==> config.mk <==
export PLATFORM = sky130hd
export DESIGN_NAME = async_settle_emu
export DESIGN_NICKNAME = d
export VERILOG_FILES = /design/src/rtl/ase_pkg.sv /design/src/rtl/ase_excite_net.sv /design/src/rtl/ase_step_counter.sv /design/src/rtl/ase_phase_fsm.sv /design/src/rtl/async_settle_emu.sv
export SDC_FILE = /design/constraint.sdc
export NUM_CORES = 1
export LEC_CHECK = 0
export ABC_AREA = 1
export BUFFER_PORTS_ARGS = -buffer_cell sky130_fd_sc_hd__buf_2
export CORE_MARGIN = 2
export CORE_UTILIZATION = 35
export CTS_BUF_LIST = sky130_fd_sc_hd__clkbuf_4 sky130_fd_sc_hd__clkbuf_8
export DETAILED_ROUTE_END_ITERATION = 10
export HOLD_SLACK_MARGIN = 0.06
export RECOVER_POWER = 100
export SETUP_SLACK_MARGIN = 0.05
export SKIP_LAST_GASP = 1
export SYNTH_ARGS = -nofsm -noshare
export SYNTH_HDL_FRONTEND = slang
export SYNTH_SLANG_ARGS = --single-unit
==> constraint.sdc <==
create_clock -name clk -period 2.8 [get_ports clk]
set_input_delay 0.56 -clock clk [delete_from_list [all_inputs] [get_ports clk]]
set_output_delay 0.56 -clock clk [all_outputs]
set_load 0.01 [all_outputs]
==> src/rtl/ase_pkg.sv <==
package ase_pkg;

    typedef enum logic [1:0] {
        PH_REST   = 2'd0,
        PH_SETTLE = 2'd1,
        PH_LOCK   = 2'd2
    } ase_phase_e;

    localparam int STATE_W = 2;

    typedef logic [STATE_W-1:0] ase_vec_t;

endpackage

==> src/rtl/ase_excite_net.sv <==
module ase_excite_net
    import ase_pkg::*;
#(
    parameter int NET_SEL = 0
) (
    input  ase_vec_t cur,
    input  logic     x,
    output ase_vec_t nxt
);

    // cur[1] is y1, cur[0] is y2
    generate
        if (NET_SEL == 0) begin : g_table_net
            always_comb begin
                nxt[1] = x ? cur[1]  : cur[0];
                nxt[0] = x ? ~cur[1] : cur[0];
            end
        end else begin : g_ring_net
            // x=1 rotates through a four-state ring, x=0 holds
            always_comb begin
                nxt[1] = x ? ~cur[0] : cur[1];
                nxt[0] = x ? cur[1]  : cur[0];
            end
        end
    endgenerate

endmodule

==> src/rtl/ase_step_counter.sv <==
module ase_step_counter #(
    parameter int MAX_STEPS = 4,
    localparam int CW = $clog2(MAX_STEPS + 1)
) (
    input  logic          clk,
    input  logic          rst,
    input  logic          start,
    input  logic          inc,
    input  logic          capture,
    output logic          limit_hit,
    output logic [CW-1:0] steps_out
);

    logic [CW-1:0] cnt_q;
    logic [CW-1:0] steps_q;

    always_ff @(posedge clk) begin
        if (rst) begin
            cnt_q   <= '0;
            steps_q <= '0;
        end else if (start) begin
            cnt_q <= CW'(1);
        end else if (inc) begin
            cnt_q <= cnt_q + CW'(1);
        end else if (capture) begin
            steps_q <= cnt_q;
            cnt_q   <= '0;
        end
    end

    assign limit_hit = (cnt_q == CW'(MAX_STEPS));
    assign steps_out = steps_q;

endmodule

==> src/rtl/ase_phase_fsm.sv <==
module ase_phase_fsm
    import ase_pkg::*;
(
    input  logic       clk,
    input  logic       rst,
    input  logic       settled,
    input  logic       limit_hit,
    output logic       sample_en,
    output logic       update_en,
    output logic       cnt_start,
    output logic       cnt_inc,
    output logic       cnt_capture,
    output logic       lock_flag
);

    ase_phase_e phase_q;
    ase_phase_e phase_d;

    always_ff @(posedge clk) begin
        if (rst) begin
            phase_q <= PH_REST;
        end else begin
            phase_q <= phase_d;
        end
    end

    always_comb begin
        phase_d = phase_q;
        unique case (phase_q)
            PH_REST:   phase_d = settled ? PH_REST : PH_SETTLE;
            PH_SETTLE: begin
                if (settled) begin
                    phase_d = PH_REST;
                end else if (limit_hit) begin
                    phase_d = PH_LOCK;
                end else begin
                    phase_d = PH_SETTLE;
                end
            end
            PH_LOCK:   phase_d = PH_LOCK;
            default:   phase_d = PH_REST;
        endcase
    end

    always_comb begin
        sample_en   = 1'b0;
        update_en   = 1'b0;
        cnt_start   = 1'b0;
        cnt_inc     = 1'b0;
        cnt_capture = 1'b0;
        lock_flag   = 1'b0;
        unique case (phase_q)
            PH_REST: begin
                sample_en = settled;
                update_en = !settled;
                cnt_start = !settled;
            end
            PH_SETTLE: begin
                update_en   = !settled;
                cnt_inc     = !settled && !limit_hit;
                cnt_capture = settled;
            end
            PH_LOCK: begin
                update_en = !settled;
                lock_flag = 1'b1;
            end
            default: begin
                sample_en = 1'b0;
            end
        endcase
    end

endmodule

==> src/rtl/async_settle_emu.sv <==
module async_settle_emu
    import ase_pkg::*;
#(
    parameter int MAX_STEPS = 4,
    parameter int NET_SEL   = 0
) (
    input  logic                             clk,
    input  logic                             rst,
    input  logic                             x_in,
    output logic [1:0]                       y_state,
    output logic                             stable,
    output logic                             oscillating,
    output logic [$clog2(MAX_STEPS+1)-1:0]   settle_steps
);

    ase_vec_t state_q;
    ase_vec_t excite;
    logic     x_held;
    logic     settled;
    logic     sample_en;
    logic     update_en;
    logic     cnt_start;
    logic     cnt_inc;
    logic     cnt_capture;
    logic     limit_hit;

    ase_excite_net #(.NET_SEL(NET_SEL)) u_net (
        .cur (state_q),
        .x   (x_held),
        .nxt (excite)
    );

    assign settled = (excite == state_q);

    ase_phase_fsm u_fsm (
        .clk         (clk),
        .rst         (rst),
        .settled     (settled),
        .limit_hit   (limit_hit),
        .sample_en   (sample_en),
        .update_en   (update_en),
        .cnt_start   (cnt_start),
        .cnt_inc     (cnt_inc),
        .cnt_capture (cnt_capture),
        .lock_flag   (oscillating)
    );

    ase_step_counter #(.MAX_STEPS(MAX_STEPS)) u_cnt (
        .clk       (clk),
        .rst       (rst),
        .start     (cnt_start),
        .inc       (cnt_inc),
        .capture   (cnt_capture),
        .limit_hit (limit_hit),
        .steps_out (settle_steps)
    );

    always_ff @(posedge clk) begin
        if (rst) begin
            state_q <= '0;
            x_held  <= 1'b0;
        end else begin
            if (update_en) begin
                state_q <= excite;
            end
            if (sample_en) begin
                x_held <= x_in;
            end
        end
    end

    assign y_state = state_q;
    assign stable  = settled;

endmodule

==> results.md <==
- Status: complete, no violations
- Cell taking the most area after synthesis: dfxtp_1
- Clock slew at reported path FFs: 0.07 ns
- Hold Slack: 0.461 ns
- Worst endpoint required time: 2.24 ns
- Clock sinks: 11
- DR pass1 iterations: 4
- CP max FO: 7
- Period minus WS final: 1.85 ns
- Post-CTS Setup Repair Bufs: 0
- Setup crit start: y_state[0]
- Slew of the pin with the lowest slew margin: 0.228 ns
- Via count: 501
- Critical path class: flip-flop to primary output
- Worst flop-to-flop path startpoint: u_cnt.cnt_q[0]
- Synth warn: 0
- Post-DP HPWL: 793 µm
- VDD IR max: 0.421 mV
- P per Cell Area: 915 nW/µm²
- Cell Count, Final, Fillers Out: 102
- Routed WL: 1020 µm
- Worst Setup End Kind: primary output
- Most common cell after layout, fill and taps aside: nand2_1
- Register area share after synthesis: 0.417
- GPL Wtd Cong: 0.760
- First-pass GRT wire length: 1680 µm
- Max Transition Viols Final: 0
- Initial Utilization: 0.363
- Die footprint: 1840 µm²
- RSZ-0062 raised after global routing: no
- F_max: 0.542 GHz
- Final Hold Viols: 0
- Reg2Reg Depth: 9
- Initial DRC Count: 14
- Setup TNS Final: 0 ns
- Most frequent cells in the layout: nand2_1, inv_1, dfxtp_1
- Max H-tree Level: 1
- Placed Instances: 98
- Crit path arrival time: 1.29 ns
- CORE AREA: 1450 µm²
- Fillers: 163
- Clk_lat worst skew: 0.26 ns
- Avg Inst Size Synth: 7.23 µm²
- DRT antenna net count: 0
- DRC: 0
- WL per Instance: 9.98 µm
- Vias in the first global route: 408
- Synth area leaders: dfxtp_1, nand2_1, a21oi_1
- Largest net degree at the start of global routing: 8
- Die Y: 42.8 µm
- Total CTS buffers: 3
- Initial antenna violation count: 0
- Post-Syn Nets: 78
- PortBufs: 9
- Worst-case clock skew: 0.00258 ns
- Setup Viol. Count Final: 0
- Clock buffer depth: 2
- Max-cap violation count: 0
- Tot GR Track Use: 0.119
- Area grow syn2layout: 13.5%
- Nets: 92
- Gr ovfl total: 0
- Cts repair resizes: 0
- Cell Area, Synth: 528 µm²
- Hold/Removal Path Class: flip-flop to flip-flop
- Yosys reg bits: 11
- CTS root buf: clkbuf_4
- Gate count after technology mapping: 73
- Chip width: 42.8 µm
- # IOs: 10
- Synth top area share: 0.417
- Post-cts hold buffer count: 0
- Hold Path Stages: 2
- Vias per cell: 4.91
- Antenna diodes: 0
- Synth unique cells: 16
- Hold Path Origin: u_cnt.steps_out[0]
- Startpoint types: flip-flop
- Slew margin rel.: 0.847
- Clock tree from TritonCTS: yes
- Layout cells sized above 1: 0.105
- Worst setup margin: 0.955 ns
- Post-Place Setup Slack: 1.29 ns
- Lkg Pwr: 0.272 nW
- Fin crit share: 0.659
- FP Rows: 14
-- cells by family (layout without fill, tap and decap cells) --
group | count (synthesis) | in the layout | synth area share
AOI/OAI and AO/OA | 14 | 14 | 0.145
adders and majority gates | 2 | 2 | 0.0474
buffers and inverters | 12 | 25 | 0.0853
DFF | 11 | 11 | 0.417
and+or+nand+nor | 34 | 34 | 0.306
-- power breakdown --
group	switching [mW]	leakage, nW	internal [mW]	total (mW)
clock network	0.0516	0.0184	0.0648	0.116
logic	0.146	0.164	0.0679	0.214
registers	0.0313	0.0898	0.187	0.218
total	0.229	0.272	0.319	0.548
-- state kept, by name, indices dropped and copies added (netlist names) --
name / cells
u_cnt.cnt_q: 3
u_cnt.steps_out: 3
u_fsm.phase_q: 2
x_held: 1
y_state: 2
-- worst max-delay path, cell delays in order, from the launching register on --
cell and delay, ns:
dfxtp_1 0.38, inv_1 0.06, nand2_1 0.07, nand3_1 0.12
nand2_1 0.21, clkbuf_1 0.18
-- final timing paths --
kind	endpoint	slack, ns
setup / recovery	stable	0.95
hold / removal	u_cnt.steps_out[0]	0.46
setup reg to reg	u_cnt.cnt_q[2]	1.38
hold reg to reg	u_cnt.steps_out[0]	0.46
-- per-layer routing --
layer / vias up / global-route usage / part of all wire
met4: 0 / 0.0563 / 0.024
met2: 7 / 0.173 / 0.43
met5: - / 0 / 0
met3: 4 / 0.0255 / 0.024
met1: 224 / 0.166 / 0.52
li1: 266 / - / -
-- area by class of cell --
class / count / area, µm² / area share
Clock buffer: 4 / 30.0 / 0.0501
Multi-Input combinational cell: 50 / 248 / 0.413
Tap cell: 16 / 20.0 / 0.0334
Inverter: 12 / 45.0 / 0.0752
Sequential cell: 11 / 220 / 0.367
Timing Repair Buffer: 9 / 36.3 / 0.0605
-- synthesized netlist by cell type --
master / count
nand3_1: 10
a311oi_1: 1
nand2_1: 14
o21a_1: 1
ha_1: 2
or2_2: 1
nand2_4: 2
o21ai_0: 1
inv_2: 1
a21oi_1: 10
o21ai_1: 1
nor2_1: 5
nand2_2: 1
dfxtp_1: 11
inv_1: 11
nor3_1: 1
-- per-stage QoR --
stage	util	power, mW	area [µm²]
2_1_floorplan	-	0.404	528
3_3_place_gp	0.408	0.462	593
3_5_place_dp	0.408	0.465	593
4_1_cts	0.429	0.582	623
5_1_grt	0.412	0.593	599
6_report	0.412	0.548	599
(Power assumes the default switching activity.)
